`config.mk`:
```
export PLATFORM = sky130hd
export DESIGN_NAME = nest_irq_ctrl
export DESIGN_NICKNAME = d
export VERILOG_FILES = /design/src/rtl/nic_pkg.sv /design/src/rtl/nic_req_latch.sv /design/src/rtl/nic_resolver.sv /design/src/rtl/nic_service.sv /design/src/rtl/nest_irq_ctrl.sv
export SDC_FILE = /design/constraint.sdc
export NUM_CORES = 1
export LEC_CHECK = 0
export BUFFER_PORTS_ARGS = -buffer_cell sky130_fd_sc_hd__buf_4
export CAP_MARGIN = 20
export CELL_PAD_IN_SITES_DETAIL_PLACEMENT = 1
export CELL_PAD_IN_SITES_GLOBAL_PLACEMENT = 1
export CORE_MARGIN = 5
export CORE_UTILIZATION = 41
export DETAILED_ROUTE_END_ITERATION = 16
export GPL_TIMING_DRIVEN = 0
export PLACE_DENSITY_LB_ADDON = 0.1
export SLEW_MARGIN = 15
export SYNTH_ARGS = -nofsm -noshare
export SYNTH_HDL_FRONTEND = slang
export SYNTH_SLANG_ARGS = --single-unit
```
`constraint.sdc`:
```
create_clock -name clk -period 5.4 [get_ports clk]
set_clock_uncertainty 0.05 [all_clocks]
set_input_delay 0 -clock clk [delete_from_list [all_inputs] [get_ports clk]]
set_output_delay 0 -clock clk [all_outputs]
set_load 0.01 [all_outputs]
```
`src/rtl/nic_pkg.sv`:
```
package nic_pkg;
  typedef enum logic {
    PH_IDLE = 1'b0,
    PH_VEC  = 1'b1
  } ack_phase_e;
endpackage

```
`src/rtl/nic_req_latch.sv`:
```
module nic_req_latch #(
  parameter int N = 8
) (
  input  logic         clk,
  input  logic         rst_n,
  input  logic [N-1:0] irq_i,
  input  logic [N-1:0] clr_i,
  output logic [N-1:0] irr_o,
  output logic [N-1:0] live_o
);
  logic [N-1:0] prev_q, irr_q, irr_d;

  for (genvar g = 0; g < N; g++) begin : g_line
    always_comb begin
      irr_d[g] = (irr_q[g] | (irq_i[g] & ~prev_q[g])) & irq_i[g] & ~clr_i[g];
    end
  end

  always_ff @(posedge clk or negedge rst_n) begin
    if (!rst_n) begin
      prev_q <= '0;
      irr_q  <= '0;
    end else begin
      prev_q <= irq_i;
      irr_q  <= irr_d;
    end
  end

  assign irr_o  = irr_q;
  assign live_o = irr_q & irq_i;

  // a latched bit implies the line was high on the previous edge
  p_irr_level_r11: assert property (@(posedge clk) disable iff (!rst_n)
    (irr_q & ~$past(irq_i)) == '0);
endmodule

```
`src/rtl/nic_resolver.sv`:
```
module nic_resolver #(
  parameter int N  = 8,
  parameter int LW = $clog2(N)
) (
  input  logic          clk,
  input  logic          rst_n,
  input  logic [N-1:0]  req_i,
  input  logic [N-1:0]  mask_i,
  input  logic [N-1:0]  isr_i,
  input  logic [N-1:0]  casc_i,
  input  logic          smm_i,
  input  logic          sfnm_i,
  output logic          win_valid_o,
  output logic [LW-1:0] win_idx_o
);
  logic [N-1:0]  elig, allow;
  logic [LW-1:0] ceil_idx;
  logic          has_isr;

  always_comb begin
    has_isr  = |isr_i;
    ceil_idx = '0;
    for (int i = N - 1; i >= 0; i--) begin
      if (isr_i[i]) ceil_idx = LW'(i);
    end
    elig = req_i & ~mask_i;
    for (int i = 0; i < N; i++) begin
      if (smm_i || !has_isr || i < int'(ceil_idx)) allow[i] = elig[i];
      else if (sfnm_i && casc_i[i] && i == int'(ceil_idx)) allow[i] = elig[i];
      else allow[i] = 1'b0;
    end
    win_valid_o = |allow;
    win_idx_o   = '0;
    for (int i = N - 1; i >= 0; i--) begin
      if (allow[i]) win_idx_o = LW'(i);
    end
  end

  logic [N-1:0] at_or_above;
  always_comb begin
    for (int i = 0; i < N; i++) at_or_above[i] = (i <= int'(win_idx_o));
  end

  // plain nesting never picks a line at or below an in-service level
  p_nest_ceiling_r4: assert property (@(posedge clk) disable iff (!rst_n)
    (!smm_i && !sfnm_i && win_valid_o) |-> ((isr_i & at_or_above) == '0));
  // the winner is an unmasked pending line
  p_win_unmasked_r10: assert property (@(posedge clk) disable iff (!rst_n)
    win_valid_o |-> (!mask_i[win_idx_o] && req_i[win_idx_o]));
endmodule

```
`src/rtl/nic_service.sv`:
```
module nic_service
  import nic_pkg::*;
#(
  parameter int N  = 8,
  parameter int LW = $clog2(N),
  parameter int VW = 8
) (
  input  logic            clk,
  input  logic            rst_n,
  input  logic            ack_i,
  input  logic            eoi_i,
  input  logic            aeoi_i,
  input  logic [VW-LW-1:0] base_i,
  input  logic            win_valid_i,
  input  logic [LW-1:0]   win_idx_i,
  output logic [N-1:0]    isr_o,
  output logic [N-1:0]    clr_o,
  output logic            busy_o,
  output logic [VW-1:0]   vec_o,
  output logic            vec_valid_o
);
  localparam logic [LW-1:0] PHANTOM = LW'(N - 1);

  ack_phase_e    ph_q, ph_d;
  logic [LW-1:0] sel_q, sel_d;
  logic          phantom_q, phantom_d;
  logic [N-1:0]  isr_q, isr_d, set_v, drop_v, eoi_hit;
  logic [VW-1:0] vec_q, vec_d;
  logic          vld_q, vld_d;

  always_comb begin
    ph_d      = ph_q;
    sel_d     = sel_q;
    phantom_d = phantom_q;
    vec_d     = vec_q;
    vld_d     = 1'b0;
    set_v     = '0;
    drop_v    = '0;
    clr_o     = '0;
    eoi_hit   = isr_q & (~isr_q + 1'b1);
    if (ack_i && ph_q == PH_IDLE) begin
      ph_d = PH_VEC;
      if (win_valid_i) begin
        sel_d            = win_idx_i;
        phantom_d        = 1'b0;
        set_v[win_idx_i] = 1'b1;
        clr_o[win_idx_i] = 1'b1;
      end else begin
        sel_d     = PHANTOM;
        phantom_d = 1'b1;
      end
    end else if (ack_i && ph_q == PH_VEC) begin
      ph_d  = PH_IDLE;
      vec_d = {base_i, sel_q};
      vld_d = 1'b1;
      if (aeoi_i && !phantom_q) drop_v[sel_q] = 1'b1;
    end
    if (eoi_i) drop_v = drop_v | eoi_hit;
    isr_d = (isr_q & ~drop_v) | set_v;
  end

  always_ff @(posedge clk or negedge rst_n) begin
    if (!rst_n) begin
      ph_q      <= PH_IDLE;
      sel_q     <= '0;
      phantom_q <= 1'b0;
      isr_q     <= '0;
      vec_q     <= '0;
      vld_q     <= 1'b0;
    end else begin
      ph_q      <= ph_d;
      sel_q     <= sel_d;
      phantom_q <= phantom_d;
      isr_q     <= isr_d;
      vec_q     <= vec_d;
      vld_q     <= vld_d;
    end
  end

  assign isr_o       = isr_q;
  assign busy_o      = (ph_q == PH_VEC);
  assign vec_o       = vec_q;
  assign vec_valid_o = vld_q;

  // first strobe marks the winner in service
  p_set_isr_r3: assert property (@(posedge clk) disable iff (!rst_n)
    (ack_i && ph_q == PH_IDLE && win_valid_i) |=> isr_q[$past(win_idx_i)]);
  // phantom acknowledge leaves the in-service record alone
  p_phantom_r7: assert property (@(posedge clk) disable iff (!rst_n)
    (ack_i && ph_q == PH_IDLE && !win_valid_i && !eoi_i) |=> isr_q == $past(isr_q));
  // vector layout after second strobe
  p_vec_fmt_r2: assert property (@(posedge clk) disable iff (!rst_n)
    (ack_i && ph_q == PH_VEC) |=> (vld_q && vec_q == {$past(base_i), $past(sel_q)}));
  // valid is a single-cycle pulse
  p_vld_pulse_r2: assert property (@(posedge clk) disable iff (!rst_n)
    vld_q |=> !vld_q);
  // one end-of-interrupt retires exactly one level
  p_eoi_one_r5: assert property (@(posedge clk) disable iff (!rst_n)
    (eoi_i && !ack_i && isr_q != '0) |=> ($countones(isr_q) + 1 == $countones($past(isr_q))));
  // automatic retirement at the second strobe
  p_aeoi_r6: assert property (@(posedge clk) disable iff (!rst_n)
    (ack_i && ph_q == PH_VEC && aeoi_i && !phantom_q) |=> !isr_q[$past(sel_q)]);
endmodule

```
`src/rtl/nest_irq_ctrl.sv`:
```
module nest_irq_ctrl #(
  parameter int N  = 8,
  parameter int VW = 8,
  parameter int LW = $clog2(N),
  parameter int BW = VW - LW
) (
  input  logic          clk,
  input  logic          rst_n,
  input  logic [N-1:0]  irq_i,
  input  logic [N-1:0]  mask_i,
  input  logic [BW-1:0] vec_base_i,
  input  logic          aeoi_i,
  input  logic          sfnm_i,
  input  logic          smm_i,
  input  logic [N-1:0]  cascade_map_i,
  input  logic          ack_i,
  input  logic          eoi_i,
  output logic          int_o,
  output logic [VW-1:0] vec_o,
  output logic          vec_valid_o,
  output logic [N-1:0]  isr_o,
  output logic [N-1:0]  irr_o
);
  logic [1:0]    rst_sync_q;
  logic          rst_int_n;
  logic [N-1:0]  clr_v, live_v, isr_v;
  logic          win_valid, busy;
  logic [LW-1:0] win_idx;

  always_ff @(posedge clk or negedge rst_n) begin
    if (!rst_n) rst_sync_q <= 2'b00;
    else        rst_sync_q <= {rst_sync_q[0], 1'b1};
  end
  assign rst_int_n = rst_sync_q[1];

  nic_req_latch #(.N(N)) u_latch (
    .clk(clk), .rst_n(rst_int_n), .irq_i(irq_i), .clr_i(clr_v),
    .irr_o(irr_o), .live_o(live_v)
  );

  nic_resolver #(.N(N), .LW(LW)) u_resolve (
    .clk(clk), .rst_n(rst_int_n), .req_i(live_v), .mask_i(mask_i),
    .isr_i(isr_v), .casc_i(cascade_map_i), .smm_i(smm_i), .sfnm_i(sfnm_i),
    .win_valid_o(win_valid), .win_idx_o(win_idx)
  );

  nic_service #(.N(N), .LW(LW), .VW(VW)) u_service (
    .clk(clk), .rst_n(rst_int_n), .ack_i(ack_i), .eoi_i(eoi_i),
    .aeoi_i(aeoi_i), .base_i(vec_base_i), .win_valid_i(win_valid),
    .win_idx_i(win_idx), .isr_o(isr_v), .clr_o(clr_v), .busy_o(busy),
    .vec_o(vec_o), .vec_valid_o(vec_valid_o)
  );

  assign isr_o = isr_v;
  assign int_o = win_valid && !busy;

  // a masked line alone never raises the interrupt output
  p_mask_quiet_r10: assert property (@(posedge clk) disable iff (!rst_int_n)
    ((live_v & ~mask_i) == '0) |-> !int_o);
endmodule

```
Word level (Yosys, flattened, before mapping)
Cells that the tools add are included.

Flip-flop bits (word level): 40. Logic and storage cells: 173.

$add $sub $neg: 1. $lt $le $gt $ge: 11. Eq/ne operators: 7. Mux-type cells: 48. Bitwise logic cells: 59. Reductions and logical operators: 38.

Operators with widths (count): $mux W3 (17); $mux W8 (6); $and A8 B8 Y8 (4); $and A1 B1 Y1 (24); $not A8 Y8 (3); $mux W1 (23); $logic_and A1 B1 Y1 (22); $not A1 Y1 (18); $or A8 B8 Y8 (2); $reduce_or A8 Y1 (2); $eq A3 B3 Y1 const A (4); $lt A3 B3 Y1 const A (3); $add A8 B1 Y8 const B (1); $logic_or A1 B1 Y1 (8); $lt A3 B4 Y1 const B (2); $or A1 B1 Y1 (8); $demux W1 S3 (2); $eq A2 B3 Y1 const A (2); $ge A3 B1 Y1 const B (2); $lt A1 B3 Y1 const A (2); $lt A2 B3 Y1 const A (2); $eq A1 B3 Y1 const A (1); $logic_not A1 Y1 (3); $logic_not A3 Y1 (1); 2 further kinds (2).

Depth between registers and ports, before layout
Gate-level depths: netlist of run 1.

Word-level depth: 28. Mapped depth: 8. Mapped depth without buffers: 7.

Cells and area by module
A second synthesis of run 1 with hierarchy kept.

Cell total of the unflattened synthesis: 204. Area total of the unflattened synthesis: 2098.3 µm².

Modules (own cells, without submodules): nic_service (times used 1, cells an instance 90, area each 998.5 µm²); nic_req_latch (times used 1, cells an instance 40, area each 600.6 µm²); nic_resolver (times used 1, cells an instance 70, area each 431.7 µm²); nest_irq_ctrl (times used 1, cells an instance 4, area each 67.6 µm²).

Worst setup path before layout of run 1
OpenSTA, ideal clock, no wires.

Path kind: register to register. Start: register u_service.isr_q[2], in the netlist u_service.isr_o[2]. End: register u_latch.irr_q[6], in the netlist u_latch.irr_o[6]. Data arrival time: 2.068 ns. Data required time: 5.227 ns. Slack: 3.159 ns. Cell stages (with the launch flop): 9. Path buffers: 1. Cell sequence: dfrtp_1 -> nor3_2 -> o21ai_2 -> nand2_4 -> o31ai_4 -> or2_1 -> buf_6 -> or4_4 -> o221a_1.

Word-level cells in the longest chain between the ends: 23. Elaborated cells on any way between the ends: 70.

Ends and longest elaborated chain: from (decl) (line nic_service.sv:27) `logic [N-1:0] isr_q, isr_d, set_v, drop_v, eoi_hit;`; from (signal assigned) (line nic_service.sv:74) `isr_q <= isr_d;`; $mux W3 (3 in a row) (line nic_resolver.sv:24) `if (isr_i[i]) ceil_idx = LW'(i);`; $eq A1 B3 Y1 (line nic_resolver.sv:29) `else if (sfnm_i && casc_i[i] && i == int'(ceil_idx)) allow[i] = elig[i];`; $logic_and A1 B1 Y1 (line nic_resolver.sv:29); $mux W1 (line nic_resolver.sv:29); $mux W1 (line nic_resolver.sv:28) `if (smm_i || !has_isr || i < int'(ceil_idx)) allow[i] = elig[i];`; $mux W3 (8 in a row) (line nic_resolver.sv:35) `if (allow[i]) win_idx_o = LW'(i);`; $lt A3 B4 Y1 (implied by the code) / $ge A3 B1 Y1 (equally long branches) (line nic_service.sv:47) `clr_o[win_idx_i] = 1'b1;`; $logic_and A1 B1 Y1 (implied by the code) (line nic_service.sv:47); $mux W1 (implied by the code) (line nic_service.sv:47); $demux W1 S3; $mux W8 * (line nic_service.sv:43) `if (win_valid_i) begin`; $mux W8 * (line nic_service.sv:41) `if (ack_i && ph_q == PH_IDLE) begin`; $not A1 Y1 * (line nic_req_latch.sv:15) `irr_d[g] = (irr_q[g] | (irq_i[g] & ~prev_q[g])) & irq_i[g] & ~clr_i[g];`; $and A1 B1 Y1 * (line nic_req_latch.sv:15); net u_latch.irr_d[6] (line nic_req_latch.sv:11) `logic [N-1:0] prev_q, irr_q, irr_d;`; to (signal assigned) (line nic_req_latch.sv:25) `irr_q <= irr_d;`; to (decl) (line nic_req_latch.sv:11).

The timed path passes the listed nets; every way through them passes the cells marked *. A chain may end at the register's enable or synchronous reset.

Worst setup path in the final report of run 1
Start: register u_service.isr_q[2], in the netlist u_service.isr_o[2]. End: register u_latch.irr_q[1], in the netlist u_latch.irr_o[1].

The elaborated chain is that of the path after synthesis.

==> impl_metrics.toml, run 1 <==
[sta]
layout_worst_path_cycle_share = 0.4733
period_needed_ps = 2556
setup_viol = 0
setup_total_negative_slack_ps = 0
fmax_ghz = 0.3913
layout_setup_ws_ps = 2844
worst-slew-pin-transition_ps = 712.1
rsz_0062_raised_after_global_routing = "no"
hold_viol = 0
timing_max_transition_violations_final = 0
slew-limit-headroom = 0.5220

[flow_run]
maxCapViolations = 0

[final_layout]
most_common_cell_after_layout_fill_and_taps_aside = "buf_4"
syn_to_final_growth_pct = 42.38
finished_core_util = 0.6021
share_of_final_layout_standard_cells_stronger_than_drive_strength_1 = 0.3345
diodes = 0
layout.cells.most_common_list = "buf_4, dfrtp_1, nand2_1"
final_nets = 313

[synthesis]
synth_cells = 193
synth_seq_cells = 40
synth.distinct_cells = 57
post_synth_fa_ha_maj_area_fraction = 0
synth.avg_cell_area_um2 = 10.42
number_of_flops_mapped_to_enable_cells_by_yosys = 0
synth-async-reset-ratio = 1.000
synth_compound_area_frac = 0.2271
synth.yosys.seq_area_share = 0.4978
yosys_warnings = 0
mappedNetlistArea_um2 = 2011
synth.net_count = 229
synth_top_family_by_area = "compound AO/OA/AOI/OAI gates"
post_synth_and_or_nand_nor_area_fraction = 0.1948
multiplexer_area_fraction_after_synthesis = 0.03920
ys.flop_type = "dfrtp_1"
yosys.area_share.xor_xnor = 0.004356

[routing]
dr.max_layer_used = "met4"
drtIter0Drc = 75
drt-vias-per-instance = 5.472
drt-met1-wl_um = 2498
wire_per_inst_um = 17.37
drt_first_pass_iters = 4
drc = 0
dr_wl_met3_um = 371
detailroute.via_count = 1888
antenna_violating_nets_post_route = 0
wl_met2_um = 3031
detail_route.wirelength_um = 5992

[global_routing]
globalRouteTotalUtil = 0.2021
remaining_global_route_overflow = 0
pin_count_of_the_biggest_net_entering_global_routing = 24
via_count_of_the_first_global_routing_pass = 2105
antenna_found_initial = 0
first_pass_grt_wire_length_um = 10070

[clock_network]
cts_root_buf = "clkbuf_8"
numClockSinks = 40
clk_latency_ps = 300
numCtsBuffers = 5
worst_setup_hold_path_clk_slew_ps = 80
clock_path_buffers = 2
tritoncts = "built"
htreeDepth = 2

[worst_setup_path]
cp.arrival_ps = 2680
crit_path_start = "u_service.isr_o[2]"
critical_path_depth = 7
crit_path_start_kind = "flop"
cpLargestDelayFamily = "simple AND/OR/NAND/NOR gates"
cp_common_cell = "nand2b_1"
critical_path.endpoint_type = "flop"
endpoint = "u_latch.irr_o[1]"
timing.critical_path.buf_inv = 0
top_fanout_value_on_the_critical_path = 9
crit_slowest_cell = "dfrtp_1"
cp_cell_sequence = "nor4_2 -> nand2b_1 -> nor3_1 -> a211oi_1 -> o31ai_2 -> nand2b_1 -> o311a_1"
worst_r2r_startpoint = "u_service.isr_o[2]"
cp_required_ps = 5520
worst_path_largest_cell_delay_ps = 500
worstReg2RegEnd = "u_latch.irr_o[1]"
rrSetupSlack_ps = 2840
path_class = "flop to flop"
ff2ff_path_depth = 7

[place]
placement.io_buffers = 59
dpl_worst_slack_ps = 2851
total_half_perimeter_wirelength_after_legalization_and_detailed_placement_um = 4300
gp_congestion = 0.8114

[die]
placeableCoreArea_um2 = 4755
die_h_um = 80.03
row_count = 25
die-width_um = 80.03
dieArea_um2 = 6405
initial_core_util = 0.4229
num_ports = 62

[power]
part_of_the_total_power_dissipated_in_sequential_elements = 0.410
sw_frac_of_total = 0.3298
clkPwrFrac = 0.258
pwr-share-comb = 0.332
cellPowerDensity_nw_per_um2 = 364.1
power.static_leakage_nw = 1.320
intPower_mw = 0.6984
vdd.ir_drop.worst_mv = 0.2028
power_switching_mw = 0.3438

[outcome]
run_status = "complete, no violations"

[hold_path]
min-delay-path-class = "input pin to flop"
## sequential cells by signal, indices dropped and copies added, names as in the netlist, 2 cells and up
signal           cells
rst_sync_q           2
u_service.sel_q      3
u_latch.prev_q       8
u_latch.irr_o        8
u_service.isr_o      8
u_service.vec_o      8
## Yosys cell counts, drive strengths merged (3+ instances only)
master  number  area (um2)
nor4         3       25.02
a21oi        3       15.01
and3         4       25.02
a31oi        5       31.28
o31ai        3       46.29
nand3b       3       22.52
nor3         6       35.03
or3          3       18.77
nor2        11       41.29
nor2b        3       21.27
o21ai       17       92.59
a211oi       4       42.54
o211ai       3       22.52
nand2       22       92.59
mux2         7       78.83
inv         11       41.29
nand2b       8       50.05
dfrtp       40        1001
buf          3       21.27
## area by class of cell
| type | instances | area (um2) |
|---|---|---|
| fillers | 559 | 1892 |
| plain buffers | 5 | 28.78 |
| flip-flops and latches | 40 | 1002 |
| multi-input cells | 137 | 939.7 |
| clock inverters | 1 | 30.03 |
| clock buffers | 7 | 96.34 |
| repair buffers | 77 | 640.6 |
| well taps | 67 | 83.83 |
| inverters | 11 | 41.29 |
## cells by family (layout without fill, tap and decap cells)
| logic type | Yosys count | after routing |
|---|---|---|
| buffers and inverters | 16 | 101 |
| AO/OA/AOI/OAI | 57 | 57 |
| flip-flops | 40 | 40 |
| AND/OR/NAND/NOR | 71 | 71 |
| other | 1 | 1 |
| XOR/XNOR | 1 | 1 |
| multiplexers | 7 | 7 |
## power groups by stage
| stage | logic [mW] | clock network, mW | registers, mW |
|---|---|---|---|
| 5_1_grt | 0.380 | 0.289 | 0.440 |
| 2_1_floorplan | 0.172 | 0 | 0.440 |
| 3_5_place_dp | 0.335 | 0 | 0.431 |
| 6_report | 0.346 | 0.269 | 0.427 |
| 3_3_place_gp | 0.324 | 0 | 0.430 |
| 4_1_cts | 0.347 | 0.275 | 0.426 |
## worst min-delay path by stage
stage	from	endpoint	slack (ps)	cells past startpoint
2_1_floorplan	rst_n	rst_sync_q[0]	-350	0
5_1_grt	mask_i[0]	u_service.isr_o[0]	90	4
4_1_cts	mask_i[0]	u_service.isr_o[0]	40	4
3_5_place_dp	rst_n	rst_sync_q[0]	-270	1
3_3_place_gp	rst_n	rst_sync_q[1]	-270	1
6_report	mask_i[0]	u_service.isr_o[0]	50	4
## stage by stage
step | hold slack [ps] | instance area [um2] | cells | power [mW]
finish | 49.10 | 2863 | 345 | 1.042
detailed placement | -267.3 | 2566 | 320 | 0.7653
global placement | -267.3 | 2537 | 319 | 0.7540
CTS | 41.44 | 2863 | 345 | 1.048
floorplan | -345.6 | 2011 | 193 | 0.6119
global route | 91.32 | 2863 | 345 | 1.109
## worst register-to-register path, delay by kind of cell, from the launching register on
family | cells | cell delay [ps]
AO/OA/AOI/OAI | 3 | 760
flip-flops | 1 | 500
AND/OR/NAND/NOR | 4 | 1120
## routing by layer
metal | vias to the layer above | track usage
li1 | 881 | -
met1 | 933 | 0.2520
met2 | 62 | 0.3377
met3 | 12 | 0.04853
met4 | 0 | 0.07432
met5 | - | 0
## timing repair
item,in CTS,in global routing
resized for setup,0,0
hold buffers,17,0
hold endpoints to repair,26,0
buffers inserted,0,0
Note: power is estimated with default switching activity, not from simulation.
==> run 2, diff against run 1 <==
- CORE_UTILIZATION: 41 -> 35
- clock period: 5.4 -> 2.3 ns (I/O delays scaled with it)
==> run 2 against run 1 <==
Against the previous run:
- the flow now finishes with violations (negative setup slack)
- global-route usage is 2.4 points lower
- final area grew 10%
- first-iteration DRC count is 44% higher
- setup slack got worse by 2900 ps
- register-to-register slack got worse by 2900 ps
- critical endpoint unchanged
- largest power group unchanged
==> impl_metrics.toml, run 2 (same netlist as run 1, synthesis figures left out) <==
[sta]
layout_worst_path_cycle_share = 1.042
fmax_ghz = 0.4172
rsz_0062_raised_after_global_routing = "yes"
period_needed_ps = 2397
worst-slew-pin-transition_ps = 501.2
setup_viol = 11
timing_max_transition_violations_final = 0
layout_setup_ws_ps = -96.79
slew-limit-headroom = 0.6659
hold_viol = 0

[worst_setup_path]
critical_path.endpoint_type = "flop"
crit_path_start_kind = "flop"
path_class = "flop to flop"
top_fanout_value_on_the_critical_path = 7
cp.arrival_ps = 2520
cp_required_ps = 2430

[routing]
detailroute.via_count = 1989
drt-vias-per-instance = 5.332
drc = 0
drt_first_pass_iters = 4
drtIter0Drc = 108
wire_per_inst_um = 17.97
antenna_violating_nets_post_route = 0
detail_route.wirelength_um = 6704

[clock_network]
numCtsBuffers = 5
worst_setup_hold_path_clk_slew_ps = 80
clk_latency_ps = 300
cts_root_buf = "clkbuf_8"
numClockSinks = 40
tritoncts = "built"
clock_path_buffers = 2
htreeDepth = 2

[final_layout]
multiInputGateArea_um2 = 1062
seqCellArea_um2 = 1008
diodes = 0
layout.cells.most_common_list = "buf_4, dfrtp_1, nand2_1"
share_of_final_layout_standard_cells_stronger_than_drive_strength_1 = 0.4551
layout.filler_cells = 630
finish.cell_count_without_fillers = 373
final_nets = 336
finished_core_util = 0.5696
syn_to_final_growth_pct = 56.94
most_common_cell_after_layout_fill_and_taps_aside = "buf_4"

[global_routing]
antenna_found_initial = 0
pin_count_of_the_biggest_net_entering_global_routing = 25
first_pass_grt_wire_length_um = 10330
remaining_global_route_overflow = 0
globalRouteTotalUtil = 0.1785
via_count_of_the_first_global_routing_pass = 2077

[die]
dieArea_um2 = 7361
die-width_um = 85.80
row_count = 27
initial_core_util = 0.3629
num_ports = 62
placeableCoreArea_um2 = 5540
die_h_um = 85.80

[outcome]
run_status = "finished with violations"
violated_checks = "negative setup slack"

[place]
dpl_worst_slack_ps = -268.6
numPlacedInstances = 325
total_half_perimeter_wirelength_after_legalization_and_detailed_placement_um = 4340
placement.io_buffers = 59
gp_congestion = 0.7758

[hold_path]
min-delay-path-class = "input pin to flop"

[power]
power.static_leakage_nw = 1.448
cellPowerDensity_nw_per_um2 = 815.9
vdd.ir_drop.worst_mv = 0.5079

[flow_run]
maxCapViolations = 0
==> run 2: where the power goes <==
part / leakage (nW) / internal (mW) / switching, mW
clock network: 0.0541 / 0.321 / 0.266
registers: 0.485 / 0.859 / 0.140
logic: 0.909 / 0.502 / 0.485
total: 1.45 / 1.68 / 0.892
==> run 2: final timing paths <==
check | slack [ps] | from | to | cells past startpoint
max | -100 | u_service.isr_o[2] | u_latch.irr_o[1] | 10
max in group asynchronous | 1560 | rst_n | rst_sync_q[1] | 3
min in group asynchronous | 140 | rst_sync_q[1] | u_service.isr_o[4] | 0
min reg2reg | 140 | rst_sync_q[1] | u_service.isr_o[4] | 0
min | 20 | mask_i[0] | u_service.isr_o[0] | 4
max reg2reg | -100 | u_service.isr_o[2] | u_latch.irr_o[1] | 10
==> run 2: repair_timing <==
| item | in CTS | in global routing |
|---|---|---|
| pin swaps | 10 | 15 |
| resized for setup | 15 | 20 |
| hold buffers | 17 | 0 |
| endpoints found under the hold margin | 26 | 0 |
| buffers inserted | 13 | 11 |
| setup endpoints to repair | 14 | 10 |
==> run 2: through the flow <==
step	hold WS [ps]	setup TNS, ps	cell area, um2	power, mW
global route	28.55	-1538	3156	2.755
finish	18.97	-501.9	3156	2.575
floorplan	-345.6	0	2011	1.437
CTS	35.81	-3.296	2995	2.485
global placement	-267.6	-994.3	2544	1.778
detailed placement	-266.1	-1154	2565	1.798
==> run 2: worst max-delay path, stage by stage (launching register included) <==
cell and delay, ps:
dfrtp_2 430, buf_6 130, nor4_4 270, buf_4 180
buf_6 100, nand2b_4 80, nor3_4 130, a211oi_2 70
o31ai_2 360, nand2b_4 160, o311a_1 320
==> run 2: final cells by class <==
cell class	instances	area share
clock inverters	3	0.01348
repair buffers	100	0.2577
well taps	72	0.02855
flip-flops and latches	40	0.3196
inverters	11	0.01308
clock buffers	5	0.02181
plain buffers	5	0.009120
multi-input cells	137	0.3366
==> run 2: layer usage <==
| layer | vias up | wire length (um) | GRT usage | part of all wire |
|---|---|---|---|---|
| met5 | - | 0 | 0 | 0 |
| met4 | 0 | 79 | 0.05468 | 0.012 |
| met3 | 7 | 313 | 0.04515 | 0.047 |
| met2 | 54 | 3531 | 0.3136 | 0.53 |
| met1 | 1007 | 2780 | 0.2139 | 0.41 |
| li1 | 921 | - | - | - |
